`src/rtl/sqwave_gen.sv`:
```
module sqwave_gen #(
  parameter int DIV_W  = 15,
  parameter int CODE_W = 4
) (
  input  logic              clk,
  input  logic              rst_n,
  input  logic              tick_en,
  input  logic [CODE_W-1:0] rate_sel,
  input  logic [2:0]        osc_ctl,
  input  logic              sq_en,
  input  logic              byp_en,
  output logic              sq_out,
  output logic              per_evt
);
  localparam int IW = $clog2(DIV_W);

  function automatic logic [IW-1:0] tap_of(input logic [CODE_W-1:0] c);
    case (c)
      CODE_W'(0): tap_of = '0;
      CODE_W'(1): tap_of = IW'(7);
      CODE_W'(2): tap_of = IW'(8);
      default:    tap_of = IW'(c - 1'b1);
    endcase
  endfunction

  logic [DIV_W-1:0]  div_q, div_nx;
  logic [CODE_W-1:0] act_q;
  logic              out_q, pev_q;
  logic [IW-1:0]     idx;
  logic              tap_now, tap_nx;

  wire run  = (osc_ctl[2:1] == 2'b01);
  wire clr  = (osc_ctl[2:1] == 2'b11);
  wire step = tick_en & run;
  wire byp  = byp_en & (osc_ctl == 3'b011);

  assign div_nx  = div_q + 1'b1;
  assign idx     = tap_of(act_q);
  assign tap_now = div_q[idx];
  assign tap_nx  = div_nx[idx];

  always_ff @(posedge clk) begin
    if (!rst_n) begin
      div_q <= '0;
      act_q <= '0;
      out_q <= 1'b0;
      pev_q <= 1'b0;
    end else begin
      pev_q <= 1'b0;
      if (clr)       div_q <= '0;
      else if (step) div_q <= div_nx;
      if (act_q == '0) begin
        out_q <= 1'b0;
        act_q <= rate_sel;
      end else if (clr) begin
        out_q <= 1'b0;
      end else if (step && (tap_now != tap_nx)) begin
        out_q <= tap_nx & (rate_sel != '0);
        act_q <= rate_sel;
        pev_q <= tap_nx;
      end
    end
  end

  assign sq_out  = sq_en & (byp ? div_q[0] : out_q);
  assign per_evt = pev_q;

  AST_EVT_ON_TICK: assert property (@(posedge clk) disable iff (!rst_n)
    per_evt |-> $past(tick_en));
  AST_EVT_ISOLATED: assert property (@(posedge clk) disable iff (!rst_n)
    per_evt |=> !per_evt);
  AST_CLR_HOLDS: assert property (@(posedge clk) disable iff (!rst_n)
    clr |=> (div_q == '0 && !per_evt));
  AST_FROZEN: assert property (@(posedge clk) disable iff (!rst_n)
    (!run && !clr) |=> ($stable(div_q) && !per_evt));
  AST_PIN_STEADY: assert property (@(posedge clk) disable iff (!rst_n)
    (!$past(tick_en) && $stable(sq_en) && $stable(byp_en) && $stable(osc_ctl)) |-> $stable(sq_out));
endmodule

```
`config.mk`:
```
export PLATFORM = sky130hd
export DESIGN_NAME = sqwave_gen
export DESIGN_NICKNAME = d
export VERILOG_FILES = /design/src/rtl/sqwave_gen.sv
export SDC_FILE = /design/constraint.sdc
export NUM_CORES = 1
export LEC_CHECK = 0
export ABC_AREA = 1
export BUFFER_PORTS_ARGS = -buffer_cell sky130_fd_sc_hd__buf_2
export CAP_MARGIN = 25
export CORE_MARGIN = 1
export CORE_UTILIZATION = 40
export CTS_CLUSTER_SIZE = 14
export DETAILED_ROUTE_END_ITERATION = 12
export MAX_ROUTING_LAYER = met4
export PLACE_DENSITY_LB_ADDON = 0.08
export SLEW_MARGIN = 0
export SYNTH_ARGS = -nofsm -noshare
export SYNTH_HDL_FRONTEND = slang
export SYNTH_SLANG_ARGS = --single-unit
```
`constraint.sdc`:
```
create_clock -name clk -period 3.9 [get_ports clk]
set_input_delay 0.78 -clock clk [delete_from_list [all_inputs] [get_ports clk]]
set_output_delay 0.78 -clock clk [all_outputs]
set_load 0.02 [all_outputs]
```
==> impl_metrics.py <==
metrics = {
    "outcome": {
        "outcome": "finished clean",
    },
    "timing": {
        "max_freq_ghz": 0.396,
        "tightest_slew_ns": 0.722,
        "maxSlewViolCount": 0,
        "layout_worst_path_cycle_share_pct": 64.8,
        "slew_headroom_pct": 51.6,
        "fin_ws_ns": 1.37,
        "setup_viol_count_final": 0,
        "layout_min_cycle_time_ns": 2.53,
        "setup_total_negative_slack_ns": 0,
        "clock-skew-final_ns": 0.00122,
        "final_hold_viol_count": 0,
        "unrepaired_setup_endpoints_after_global_routing": "false",
    },
    "logic_synthesis": {
        "postSynthRegisterBits": 21,
        "synthesis.instances": 272,
        "asr_flop_ratio_synth_pct": 0,
        "syn_nets": 288,
        "synth-main-ff-cell": "sky130_fd_sc_hd__dfxtp_1",
        "post-synth-top-area-fraction_pct": 25.2,
        "yosys_warnings": 0,
        "area_contributors_post_synth": "sky130_fd_sc_hd__dfxtp_1, sky130_fd_sc_hd__nand3_1, sky130_fd_sc_hd__nand2_1",
        "syn-mean-instance-area_um2": 6.13,
        "yosysSeqAreaShare_pct": 25.2,
        "cell_type_with_the_highest_aggregate_area_in_the_netlist": "sky130_fd_sc_hd__dfxtp_1",
        "mappedNetlistArea_mm2": 0.00167,
        "synth_enable_flop_cells": 0,
        "ys_types": 27,
    },
    "place": {
        "number_of_placed_instances_with_taps_included": 329,
        "place.detailed.hpwl_um": 3110,
        "gp_congestion": 0.892,
        "dpl_worst_slack_ns": 1.37,
        "numPortBuffers": 13,
    },
    "pwr": {
        "power.internal_mw": 0.566,
        "p_sw_share_pct": 52.1,
        "power.share.combinational_pct": 64.8,
        "finalPower_mw": 1.18,
        "power-per-cell-area_mw_per_mm2": 653,
        "max_vdd_drop_mv": 0.296,
        "total_leakage_power_nw": 0.809,
        "power.clock.fraction_pct": 13.0,
        "net-switching-power_mw": 0.615,
        "sequential_power_share_pct": 22.2,
    },
    "clocking": {
        "clock_sinks": 21,
        "clockRootBuffer": "sky130_fd_sc_hd__clkbuf_8",
        "numCtsBuffers": 3,
        "cts-htree-levels": 1,
        "cts_hold_repair.buffers": 0,
        "cts_tree": "built",
        "clock_latency_ns": 0.27,
        "clock_path_buffers": 2,
        "post_cts_buffers": 0,
        "clkTransAtPathRegs_ns": 0.08,
        "cts_resized": 0,
    },
    "layout": {
        "synthToLayoutAreaGrowth_pct": 8.41,
        "finish.cell_count_without_fillers": 333,
        "finalCoreUtilization_pct": 45.2,
        "final_net_count": 300,
        "insertedDiodeCount": 0,
        "drive_above_1_share_pct": 9.89,
        "nFillCells": 444,
    },
    "worst_setup_path": {
        "crit_slowest_cell": "sky130_fd_sc_hd__dfxtp_1",
        "critical_path_required_ns": 4.07,
        "crit_chain": "inv_1 -> ha_1 -> o21ai_4 -> nand2_4 -> nand2_4 -> inv_1 -> nand2_1 -> nand3_1 -> nand3_1 -> nand3_1 -> nand2_1 -> nand2_1 -> nand3_4 -> nand3_1 -> nand2_1 -> nor2_1",
        "critPathKind": "flop to flop",
        "crit_path_max_fanout": 15,
        "path_buf_inv": 2,
        "critPathArrivalTime_ns": 2.70,
        "startpoint_type": "flop",
        "critical_path.top_delay_family": "simple AND/OR/NAND/NOR gates",
        "slowest_stage_delay_cp_ns": 0.36,
        "setup.worst_path.end_class": "flop",
    },
    "die": {
        "initial_core_util_pct": 41.7,
        "design.die.area_mm2": 0.00443,
        "num_rows": 23,
        "die_x_um": 66.6,
        "die_h_um": 66.6,
        "core_mm2": 0.00400,
        "num_io_pins": 14,
    },
    "grt": {
        "grt_max_degree": 27,
        "total_gr_overflow": 0,
        "grt_pass1_vias": 1513,
        "grtUsageTotal_pct": 21.3,
        "grt_first_pass_wirelength_um": 7060,
        "grt_antenna_before_repair": 0,
    },
    "route": {
        "detailedRoute.firstIterationViolations": 88,
        "via_per_inst": 5.27,
        "routed_wl_um": 4150,
        "ant_nets": 0,
        "detailroute.via_count": 1756,
        "avgRoutedWirePerCell_um": 12.5,
        "drt_drc_violations_left": 0,
        "drt-pass1-iter-count": 4,
    },
    "worst_hold_path": {
        "hold_path.class": "flop to flop",
    },
    "job": {
        "maxCapViolCount": 0,
    },
}
layout by cell type (no fill, tap or decap), drive strengths merged:
cell	synthesis	final
or2	2	2
a21oi	12	12
clkinv	1	1
dfxtp	21	21
inv	38	38
o211ai	10	10
nand3	61	61
buf	3	13
a21boi	1	1
nand2	75	75
o21bai	2	2
xor2	2	2
o21ai	9	9
xnor2	1	1
clkbuf	3	4
nand4	9	9
ha	4	4
nor2	17	17
nor4	1	1
Yosys cell counts, drive strengths merged (2+ instances only):
cell and n:
a21oi 12, buf 3, clkbuf 3, dfxtp 21, ha 4, inv 38
nand2 75, nand3 61, nand4 9, nor2 17, o211ai 10, o21ai 9
o21bai 2, or2 2, xor2 2
metrics by stage:
stage | hold WS [ns] | instance area, um^2
finish | 0.474 | 1810
global route | 0.518 | 1810
CTS | 0.473 | 1810
detailed placement | 0.461 | 1760
global placement | 0.459 | 1760
floorplan | 0.442 | 1670
power groups by stage:
stage	Clock, mW	Sequential (mW)	Combinational (mW)
finish	0.154	0.262	0.765
global route	0.163	0.266	0.883
CTS	0.156	0.262	0.767
detailed placement	0	0.267	0.766
global placement	0	0.266	0.767
floorplan	0	0.262	0.638
worst reg2reg max path, delay by kind of cell, from the launching register on:
kind            cells  cell delay, ns
buf+inv             2            0.29
simple gates       12            1.18
fa+ha+maj           1            0.31
flops               1            0.36
compound gates      1            0.28
final cells by class:
type	count	area, um^2	share of cell area, %
Multi-Input combinational cell	206	1070	59.1
Timing Repair Buffer	13	65.1	3.60
Inverter	39	146	8.10
Sequential cell	21	420	23.3
Tap cell	50	62.6	3.46
Clock buffer	4	45.0	2.49
flip-flops by register name, indices dropped and copies added (netlist names):
register	count
per_evt	1
out_q	1
act_q	4
div_q	15
final timing paths:
check,from,to,slack (ns),depth (start not counted)
hold / removal,out_q,out_q,0.47,2
setup / recovery,act_q[0],act_q[1],1.37,16
setup reg to reg,act_q[0],act_q[1],1.37,16
hold reg to reg,out_q,out_q,0.47,2
cells by family (layout without fill, tap and decap cells):
family / Yosys count / count (layout) / share of synthesized area (%)
flops: 21 / 21 / 25.2
fa+ha+maj: 4 / 4 / 3.00
compound gates: 34 / 34 / 13.1
buf+inv: 45 / 56 / 10.7
xor+xnor: 3 / 3 / 1.58
simple gates: 165 / 165 / 46.4
metal layers:
metal | share of wire [%] | GRT usage [%] | up-vias | wire length, um
li1 | - | - | 933 | -
met2 | 45 | 34.3 | 33 | 1880
met1 | 51 | 28.6 | 785 | 2100
met4 | 1.0 | 4.79 | 0 | 43
met3 | 3.0 | 2.05 | 5 | 126
met5 | 0 | - | - | 0
Note: power is estimated with default switching activity, not from simulation.
